$ cat config.mk
export PLATFORM = sky130hd
export DESIGN_NAME = acc_lbm_unit
export DESIGN_NICKNAME = d
export VERILOG_FILES = /design/src/rtl/acc_lbm_pkg.sv /design/src/rtl/acc_lbm_alu.sv /design/src/rtl/acc_lbm_store.sv /design/src/rtl/acc_lbm_accfile.sv /design/src/rtl/acc_lbm_unit.sv
export SDC_FILE = /design/constraint.sdc
export NUM_CORES = 1
export LEC_CHECK = 0
export BUFFER_PORTS_ARGS = -buffer_cell sky130_fd_sc_hd__buf_2
export CAP_MARGIN = 25
export CORE_AREA = 2 2 121 123
export DETAILED_ROUTE_END_ITERATION = 8
export DIE_AREA = 0 0 123 125
export HOLD_SLACK_MARGIN = 0.03
export PLACE_DENSITY = 0.6
export SYNTH_ARGS = -nofsm -noshare
export SYNTH_HDL_FRONTEND = slang
export SYNTH_HIERARCHICAL = 1
export SYNTH_SLANG_ARGS = --single-unit
$ cat constraint.sdc
create_clock -name clk -period 9.7 [get_ports clk]
set_clock_uncertainty 0.1 [all_clocks]
set_input_delay 2.91 -clock clk [delete_from_list [all_inputs] [get_ports clk]]
set_output_delay 2.91 -clock clk [all_outputs]
set_load 0.01 [all_outputs]
$ cat src/rtl/acc_lbm_pkg.sv
package acc_lbm_pkg;

  localparam logic [3:0] OP_OR  = 4'b0000;
  localparam logic [3:0] OP_AND = 4'b0001;
  localparam logic [3:0] OP_XOR = 4'b0010;
  localparam logic [3:0] OP_LDB = 4'b0011;
  localparam logic [3:0] OP_STB = 4'b0100;
  localparam logic [3:0] OP_CMP = 4'b0110;

  typedef struct packed {
    logic zero;
    logic carry;
    logic sign;
  } alu_flags_t;

endpackage

$ cat src/rtl/acc_lbm_alu.sv
module acc_lbm_alu
  import acc_lbm_pkg::*;
#(
  parameter int unsigned DATA_W = 16
) (
  input  logic [3:0]        op,
  input  logic              chain,
  input  logic [DATA_W-1:0] acc_in,
  input  logic [DATA_W-1:0] opnd,
  input  alu_flags_t        flags_in,
  input  logic              xz_in,
  output logic              acc_we,
  output logic [DATA_W-1:0] acc_res,
  output logic              flags_we,
  output alu_flags_t        flags_out,
  output logic              st_we,
  output logic              xz_out,
  output logic              illegal
);

  localparam int unsigned BYTE_W = DATA_W / 2;

  logic              cin;
  logic [DATA_W:0]   diff_ext;
  logic              zero_keep;
  logic [DATA_W-1:0] res;

  // Borrow-in for a chained compare comes from the previous no-borrow flag.
  assign cin       = chain ? flags_in.carry : 1'b1;
  assign diff_ext  = {1'b0, acc_in} + {1'b0, ~opnd} + {{DATA_W{1'b0}}, cin};
  assign zero_keep = chain ? flags_in.zero : 1'b1;

  always_comb begin
    acc_we    = 1'b0;
    flags_we  = 1'b0;
    st_we     = 1'b0;
    illegal   = 1'b0;
    res       = '0;
    flags_out = flags_in;
    xz_out    = xz_in;
    case (op)
      OP_OR, OP_AND, OP_XOR, OP_LDB: begin
        case (op)
          OP_OR:   res = acc_in | opnd;
          OP_AND:  res = acc_in & opnd;
          OP_XOR:  res = acc_in ^ opnd;
          default: res = {{(DATA_W-BYTE_W){1'b0}}, opnd[BYTE_W-1:0]};
        endcase
        acc_we          = 1'b1;
        flags_we        = 1'b1;
        flags_out.zero  = (res == '0) & zero_keep;
        flags_out.carry = 1'b0;
        flags_out.sign  = res[DATA_W-1];
      end
      OP_CMP: begin
        flags_we        = 1'b1;
        flags_out.zero  = (diff_ext[DATA_W-1:0] == '0) & zero_keep;
        flags_out.carry = diff_ext[DATA_W];
        flags_out.sign  = diff_ext[DATA_W-1];
      end
      OP_STB: begin
        st_we  = 1'b1;
        xz_out = (acc_in[BYTE_W-1:0] == '0) & (chain ? xz_in : 1'b1);
      end
      default: illegal = 1'b1;
    endcase
  end

  assign acc_res = res;

  // an illegal op requests no write of any kind.
  always_comb begin
    if (illegal) a_r8_illegal_no_write : assert (!acc_we && !flags_we && !st_we);
  end

endmodule

$ cat src/rtl/acc_lbm_store.sv
module acc_lbm_store #(
  parameter int unsigned DATA_W = 16
) (
  input  logic [DATA_W/2-1:0] byte_in,
  input  logic                addr_lsb,
  output logic [1:0]          be,
  output logic [DATA_W-1:0]   wdata
);

  localparam int unsigned BYTE_W = DATA_W / 2;

  for (genvar ln = 0; ln < 2; ln++) begin : g_lane
    assign wdata[ln*BYTE_W +: BYTE_W] = byte_in;
    assign be[ln] = (addr_lsb == ln[0]);
  end

endmodule

$ cat src/rtl/acc_lbm_accfile.sv
module acc_lbm_accfile #(
  parameter int unsigned NUM_ACC   = 2,
  parameter int unsigned DATA_W    = 16,
  parameter int unsigned ACC_SEL_W = (NUM_ACC > 1) ? $clog2(NUM_ACC) : 1
) (
  input  logic                      clk,
  input  logic                      rst,
  input  logic                      we,
  input  logic [ACC_SEL_W-1:0]      sel,
  input  logic [DATA_W-1:0]         wdata,
  output logic [DATA_W-1:0]         rdata,
  output logic [NUM_ACC*DATA_W-1:0] acc_flat
);

  logic [DATA_W-1:0] acc_q [NUM_ACC];

  for (genvar i = 0; i < NUM_ACC; i++) begin : g_acc
    always_ff @(posedge clk) begin
      if (rst)                               acc_q[i] <= '0;
      else if (we && (sel == ACC_SEL_W'(i))) acc_q[i] <= wdata;
    end
    assign acc_flat[i*DATA_W +: DATA_W] = acc_q[i];
  end

  always_comb begin
    rdata = '0;
    for (int i = 0; i < NUM_ACC; i++)
      if (sel == ACC_SEL_W'(i)) rdata = acc_q[i];
  end

endmodule

$ cat src/rtl/acc_lbm_unit.sv
module acc_lbm_unit
  import acc_lbm_pkg::*;
#(
  parameter int unsigned NUM_ACC   = 2,
  parameter int unsigned DATA_W    = 16,
  parameter int unsigned ADDR_W    = 16,
  parameter int unsigned ACC_SEL_W = (NUM_ACC > 1) ? $clog2(NUM_ACC) : 1
) (
  input  logic                      clk,
  input  logic                      rst,
  input  logic                      in_valid,
  input  logic [3:0]                sub_op,
  input  logic [ACC_SEL_W-1:0]      acc_sel,
  input  logic                      chain_in,
  input  logic [DATA_W-1:0]         opnd,
  input  logic [ADDR_W-1:0]         opnd_addr,
  output logic [NUM_ACC*DATA_W-1:0] acc_out,
  output logic                      flag_zero,
  output logic                      flag_carry,
  output logic                      flag_sign,
  output logic                      xfer_zero,
  output logic                      mem_we,
  output logic [1:0]                mem_be,
  output logic [DATA_W-1:0]         mem_wdata,
  output logic [ADDR_W-1:0]         mem_waddr,
  output logic                      illegal_op
);

  localparam int unsigned BYTE_W = DATA_W / 2;

  alu_flags_t        flags_q, flags_d;
  logic              xz_q, xz_d;
  logic              acc_we, flags_we, st_we, illegal;
  logic [DATA_W-1:0] acc_rd, acc_res;
  logic [1:0]        be_c;
  logic [DATA_W-1:0] wdata_c;

  acc_lbm_accfile #(
    .NUM_ACC(NUM_ACC), .DATA_W(DATA_W), .ACC_SEL_W(ACC_SEL_W)
  ) u_accfile (
    .clk(clk), .rst(rst), .we(in_valid && acc_we), .sel(acc_sel),
    .wdata(acc_res), .rdata(acc_rd), .acc_flat(acc_out)
  );

  acc_lbm_alu #(.DATA_W(DATA_W)) u_alu (
    .op(sub_op), .chain(chain_in), .acc_in(acc_rd), .opnd(opnd),
    .flags_in(flags_q), .xz_in(xz_q), .acc_we(acc_we), .acc_res(acc_res),
    .flags_we(flags_we), .flags_out(flags_d), .st_we(st_we),
    .xz_out(xz_d), .illegal(illegal)
  );

  acc_lbm_store #(.DATA_W(DATA_W)) u_store (
    .byte_in(acc_rd[BYTE_W-1:0]), .addr_lsb(opnd_addr[0]),
    .be(be_c), .wdata(wdata_c)
  );

  always_ff @(posedge clk) begin
    if (rst) begin
      flags_q    <= '0;
      xz_q       <= 1'b0;
      mem_we     <= 1'b0;
      mem_be     <= 2'b00;
      mem_wdata  <= '0;
      mem_waddr  <= '0;
      illegal_op <= 1'b0;
    end else begin
      mem_we     <= in_valid && st_we;
      mem_be     <= (in_valid && st_we) ? be_c : 2'b00;
      illegal_op <= in_valid && illegal;
      if (in_valid && flags_we) flags_q <= flags_d;
      if (in_valid && st_we) begin
        xz_q      <= xz_d;
        mem_wdata <= wdata_c;
        mem_waddr <= opnd_addr;
      end
    end
  end

  assign flag_zero  = flags_q.zero;
  assign flag_carry = flags_q.carry;
  assign flag_sign  = flags_q.sign;
  assign xfer_zero  = xz_q;

  // byte-enable encoding and lane agreement
  a_r4_be_single : assert property (@(posedge clk) disable iff (rst)
    mem_we |-> $countones(mem_be) == 1);
  a_r4_be_idle : assert property (@(posedge clk) disable iff (rst)
    !mem_we |-> mem_be == 2'b00);
  a_r4_lane_from_addr : assert property (@(posedge clk) disable iff (rst)
    mem_we |-> mem_be[1] == mem_waddr[0]);
  a_r4_lanes_equal : assert property (@(posedge clk) disable iff (rst)
    mem_we |-> mem_wdata[DATA_W-1:BYTE_W] == mem_wdata[BYTE_W-1:0]);
  a_r4_store_keeps_acc : assert property (@(posedge clk) disable iff (rst)
    (in_valid && sub_op == OP_STB) |=> $stable(acc_out) && $stable(flags_q));
  // a byte load never leaves sign or carry set
  a_r3_ldb_flags : assert property (@(posedge clk) disable iff (rst)
    (in_valid && sub_op == OP_LDB) |=> !flag_sign && !flag_carry);
  // compare holds every accumulator
  a_r6_cmp_keeps_acc : assert property (@(posedge clk) disable iff (rst)
    (in_valid && sub_op == OP_CMP) |=> $stable(acc_out));
  // illegal op has no side effect
  a_r8_no_side_effect : assert property (@(posedge clk) disable iff (rst)
    illegal_op |-> !mem_we && $stable(acc_out) && $stable(flags_q) && $stable(xz_q));
  // idle cycle is quiet
  a_r9_idle_quiet : assert property (@(posedge clk) disable iff (rst)
    !in_valid |=> !mem_we && !illegal_op && $stable(acc_out) && $stable(flags_q));

endmodule

Word-level counts from Yosys, hierarchy flattened
Memories as Yosys holds them, arrays and structs flattened.
Index checks and enable logic that the tools add are counted.
- $add $sub $neg: 2
- equality and inequality tests: 5
- multiplexer cells: 22
- bitwise operators: 12
- reductions and logical operators: 17
- operator list (operator ; number):
    two-way mux 16 bit ; 5
    one-hot mux 16 bit (3 select lines) ; 1
    logical NOT 16 bit ; 2
    adder 16 x 16 -> 17 bit ; 1
    adder 17 x 1 -> 17 bit ; 1
    bitwise AND 16 bit ; 1
    NOT 16 bit ; 1
    bitwise OR 16 bit ; 1
    XOR 16 bit ; 1
    two-way mux 1 bit ; 15
    equality test 4 x 2 -> 1 bit (second input constant) ; 2
    equality test 4 x 3 -> 1 bit (second input constant) ; 2
    logical NOT 8 bit ; 1
    logical AND 1 bit ; 6
    one-hot mux 3 bit (2 select lines) ; 1
    OR reduction 6 bit ; 1
    OR reduction 5 bit ; 1
    equality test 4 x 1 -> 1 bit (second input constant) ; 1
    logical NOT 4 bit ; 1
    AND reduction 2 bit ; 2
    OR reduction 4 bit ; 1
    bitwise AND 1 bit ; 3
    NOT 1 bit ; 3
    bitwise OR 1 bit ; 2
    other kinds (2) ; 2
- register bits after elaboration: 40
- bits in writable memories: 32
- input bits: 41
- output and inout bits: 72
- logic and storage cells: 68
- memories kept: 1
- memory list (name ; words ; bits a word ; rd ports ; clocked after Yosys merged registers in ; write ports ; line ; text):
    u_accfile.acc_q ; 2 ; 16 ; 2 ; 0 ; 2 ; acc_lbm_accfile.sv:15 ; logic [DATA_W-1:0] acc_q [NUM_ACC];

Logic depth before layout (Yosys ltp)
- depth in word-level cells: 9
- mapped depth: 16
- depth with buffers taken out: 14

By module
The synthesis kept the hierarchy.
- modules (own cells, without submodules) (module ; instances ; cells an instance ; area each (sq um) ; sequential area each (sq um)):
    acc_lbm_alu ; 1 ; 328 ; 2265.9 ; 0.0
    acc_lbm_unit ; 1 ; 173 ; 1690.4 ; 800.8
    acc_lbm_accfile ; 1 ; 106 ; 1456.4 ; 960.9
    acc_lbm_store ; 1 ; 18 ; 131.4 ; 0.0

Worst setup path after synthesis
OpenSTA, ideal clock, no wires.
- path kind: input -> register
- from: input acc_sel
- to: register flags_q, in the netlist flag_zero
- library setup time: 0.070 ns
- data arrival time: 5.562 ns
- required time: 9.530 ns
- setup slack: 3.968 ns
- stages on the path: 16
- path buffers: 3
- path through: buf_6 clkbuf_8 mux2_2 inv_1 ha_1 buf_4 a22oi_1 and4b_1 o2111ai_1 a2111oi_0 nand4_1 nor4_2 a31oi_1 nor4_2 nand3_1 a21oi_1
- RTL lines (element ; line ; text):
    start: declaration ; acc_lbm_unit.sv:13 ; input logic [ACC_SEL_W-1:0] acc_sel,
    end signal: assignment ; acc_lbm_unit.sv:70 ; if (in_valid && flags_we) flags_q <= flags_d;
    end: declaration ; acc_lbm_unit.sv:31 ; alu_flags_t flags_q, flags_d;

==> qor.yml <==
floorplan:
  die_y_um: 125
  num_io_pins: 113
  core_mm2: 0.01420
  rows: 44
  initial_core_util_pct: 39.03
  die_area_mm2: 0.01538
  die_w_um: 123
critical_path:
  end_kind: "flip-flop"
  cp-start-kind: "primary input"
  required_ps: 9860
  critPathMaxFanout: 18
  critical_path_class: "primary input to flip-flop"
  critPathArrivalTime_ps: 6360
global_routing:
  grt_overflow: 0
  grt_pass1_vias: 4733
  grt_max_degree: 76
  grt_pass1_wl_mm: 25.61
  grt_usage_pct: 21.44
  antenna_found_initial: 0
placement:
  hpwl_mm: 11.83
  port_buffers: 112
  dp_slack_ps: 3182
  gp_congestion: 0.9157
routing:
  wl_per_cell_um: 18.10
  first_iter_violations: 370
  ant_nets: 0
  drc: 0
  vias_per_cell: 5.425
  wirelength_mm: 16.02
  drt-pass1-iter-count: 7
  vias: 4801
synthesis:
  synthCells: 625
  ys_seq_area_share_pct: 31.78
  synthArstFlopShare_pct: 0
  synth_top_area_cell: "edfxtp_1"
  synth-edff-count: 32
  ys_ff_latch: 72
  synth_area_leaders: "edfxtp_1, dfxtp_1, ha_1"
  syn-mean-instance-area_um2: 8.871
  synth.distinct_cells: 69
  netlist_area_mm2: 0.005544
  ys.flop_type: "dfxtp_1"
  yosys_warnings: 6
  synth_nets: 715
  synth_top_area_share_pct: 17.33
cells_and_area:
  final_common_cell: "buf_2"
  area_growth_pct: 13.81
  n_fill_cell: 1435
  final_nets: 786
  drive_above_1_share_pct: 27.67
  antenna_cells: 0
  final_cell_mix: "buf_2, nor2_1, a21oi_1, inv_1, ha_1"
timing:
  setup_viol: 0
  hold_viol_final: 0
  tightest_slew_ps: 844.9
  grt_setup_unrepaired: "no"
  fmax_mhz: 161.4
  fin_setup_tns_ps: 0
  worst_slack_ps: 3505
  min_period_over_period_pct: 63.86
  drv_slew: 0
  period_minus_slack_ps: 6195
  fin_hold_ws_ps: 469.1
  relSlewSlack_pct: 43.67
clocking:
  cts_made_buffers: 9
  cts_setup_buffers: 0
  root_buffer: "clkbuf_16"
  path_clk_slew_ps: 60
  cts_resized: 0
  postCtsHoldBufs: 0
  cts_tree: "done"
  cts_max_level: 3
  clock_latency_ps: 330
  clock_sinks: 72
  clk_path_buf_depth: 2
hold_path:
  hp-class: "flip-flop to flip-flop"
power:
  design_power_total_uw: 857.3
  vdd_drop_max_v: 0.0001081
  power_density_mw_per_mm2: 135.9
  leakage_nw: 2.796
run_status:
  run_status: "finished, final reports clean"
flow_run:
  drv_cap: 0
-- sequential cells by signal (all words and copies together) (netlist names) --
signal	flops
mem_wdata	16
mem_we	1
flag_sign	1
illegal_op	1
mem_waddr	16
flag_zero	1
mem_be	2
flag_carry	1
u_accfile/acc_q	32
xfer_zero	1
-- path summary, 6_finish.rpt --
kind                                            start            end  slack [ps]  depth (start not counted)
worst max-delay path                          acc_sel      flag_zero        3510                         15
worst max register to register  u_accfile/acc_q[0][0]      flag_zero        6160                         14
worst min register to register          mem_waddr[14]  mem_waddr[14]         470                          2
worst min-delay path                    mem_waddr[14]  mem_waddr[14]         470                          2
-- power by group --
group          switching, mW  leakage [nW]  internal [mW]
Combinational          0.119          1.99         0.0686
Sequential           0.00466         0.655          0.325
Clock                  0.124         0.155          0.216
-- layer usage --
layer | global-route usage, % | vias up | wire [um]
li1 | - | 2318 | -
met3 | 3.832 | 17 | 820
met4 | 5.882 | 0 | 248
met5 | 0 | - | 0
met1 | 30.34 | 2324 | 7491
met2 | 33.51 | 142 | 7459
-- worst max-delay path: stages --
cell and delay [ps]:
buf_2 360, mux2_2 460, fa_1 420, inv_1 80, fa_1 200, xor2_1 100, a21oi_1 140, nand4_1 90
a2111oi_0 550, nand4_1 240, nor4_2 170, a31oi_1 130, nor4_2 250, nand3_1 100, a21oi_1 150
-- metrics by stage --
step                      cell area [um2]  cells  utilization, %
after global placement               5981    868           42.11
after global routing                 6310    885           44.42
after CTS                            6290    884           44.28
after floorplan                      5544    625               -
after detailed placement             5981    868           42.11
final                                6310    885           44.42
-- synthesized netlist by cell type, drive strengths merged, types with 5 or more instances --
| master | n |
|---|---|
| buf | 47 |
| ha | 47 |
| nor2 | 70 |
| clkbuf | 9 |
| nor2b | 12 |
| mux2 | 18 |
| nor3 | 8 |
| edfxtp | 32 |
| nand3 | 42 |
| inv | 51 |
| a21oi | 62 |
| o21ai | 15 |
| o31ai | 5 |
| nor4 | 6 |
| a21bo | 36 |
| a211oi | 7 |
| mux2i | 8 |
| dfxtp | 40 |
| nand2b | 24 |
| nand2 | 15 |
-- cell families (layout without fill, tap and decap cells) --
family,Yosys count,in the layout,share of synthesized area [%]
AND/OR/NAND/NOR,201,201,19.32
AO/OA/AOI/OAI,164,164,21.17
XOR/XNOR,6,6,0.9480
adder cells (fa/ha/maj),49,49,11.33
flip-flops,72,72,31.78
buffers and inverters,107,183,10.36
multiplexers,26,26,5.100
-- area by class of cell --
cell class / count / area, um2 / share of cell area (%)
timing repair buffer: 116 / 603.1 / 9.558
inverter: 51 / 191.4 / 3.034
multi-input combinational: 446 / 3214 / 50.94
clock buffer: 12 / 259.0 / 4.105
tap: 184 / 230.2 / 3.649
sequential: 72 / 1762 / 27.92
clock inverter: 4 / 50.05 / 0.7932
Power figures use the tool's default switching activity.
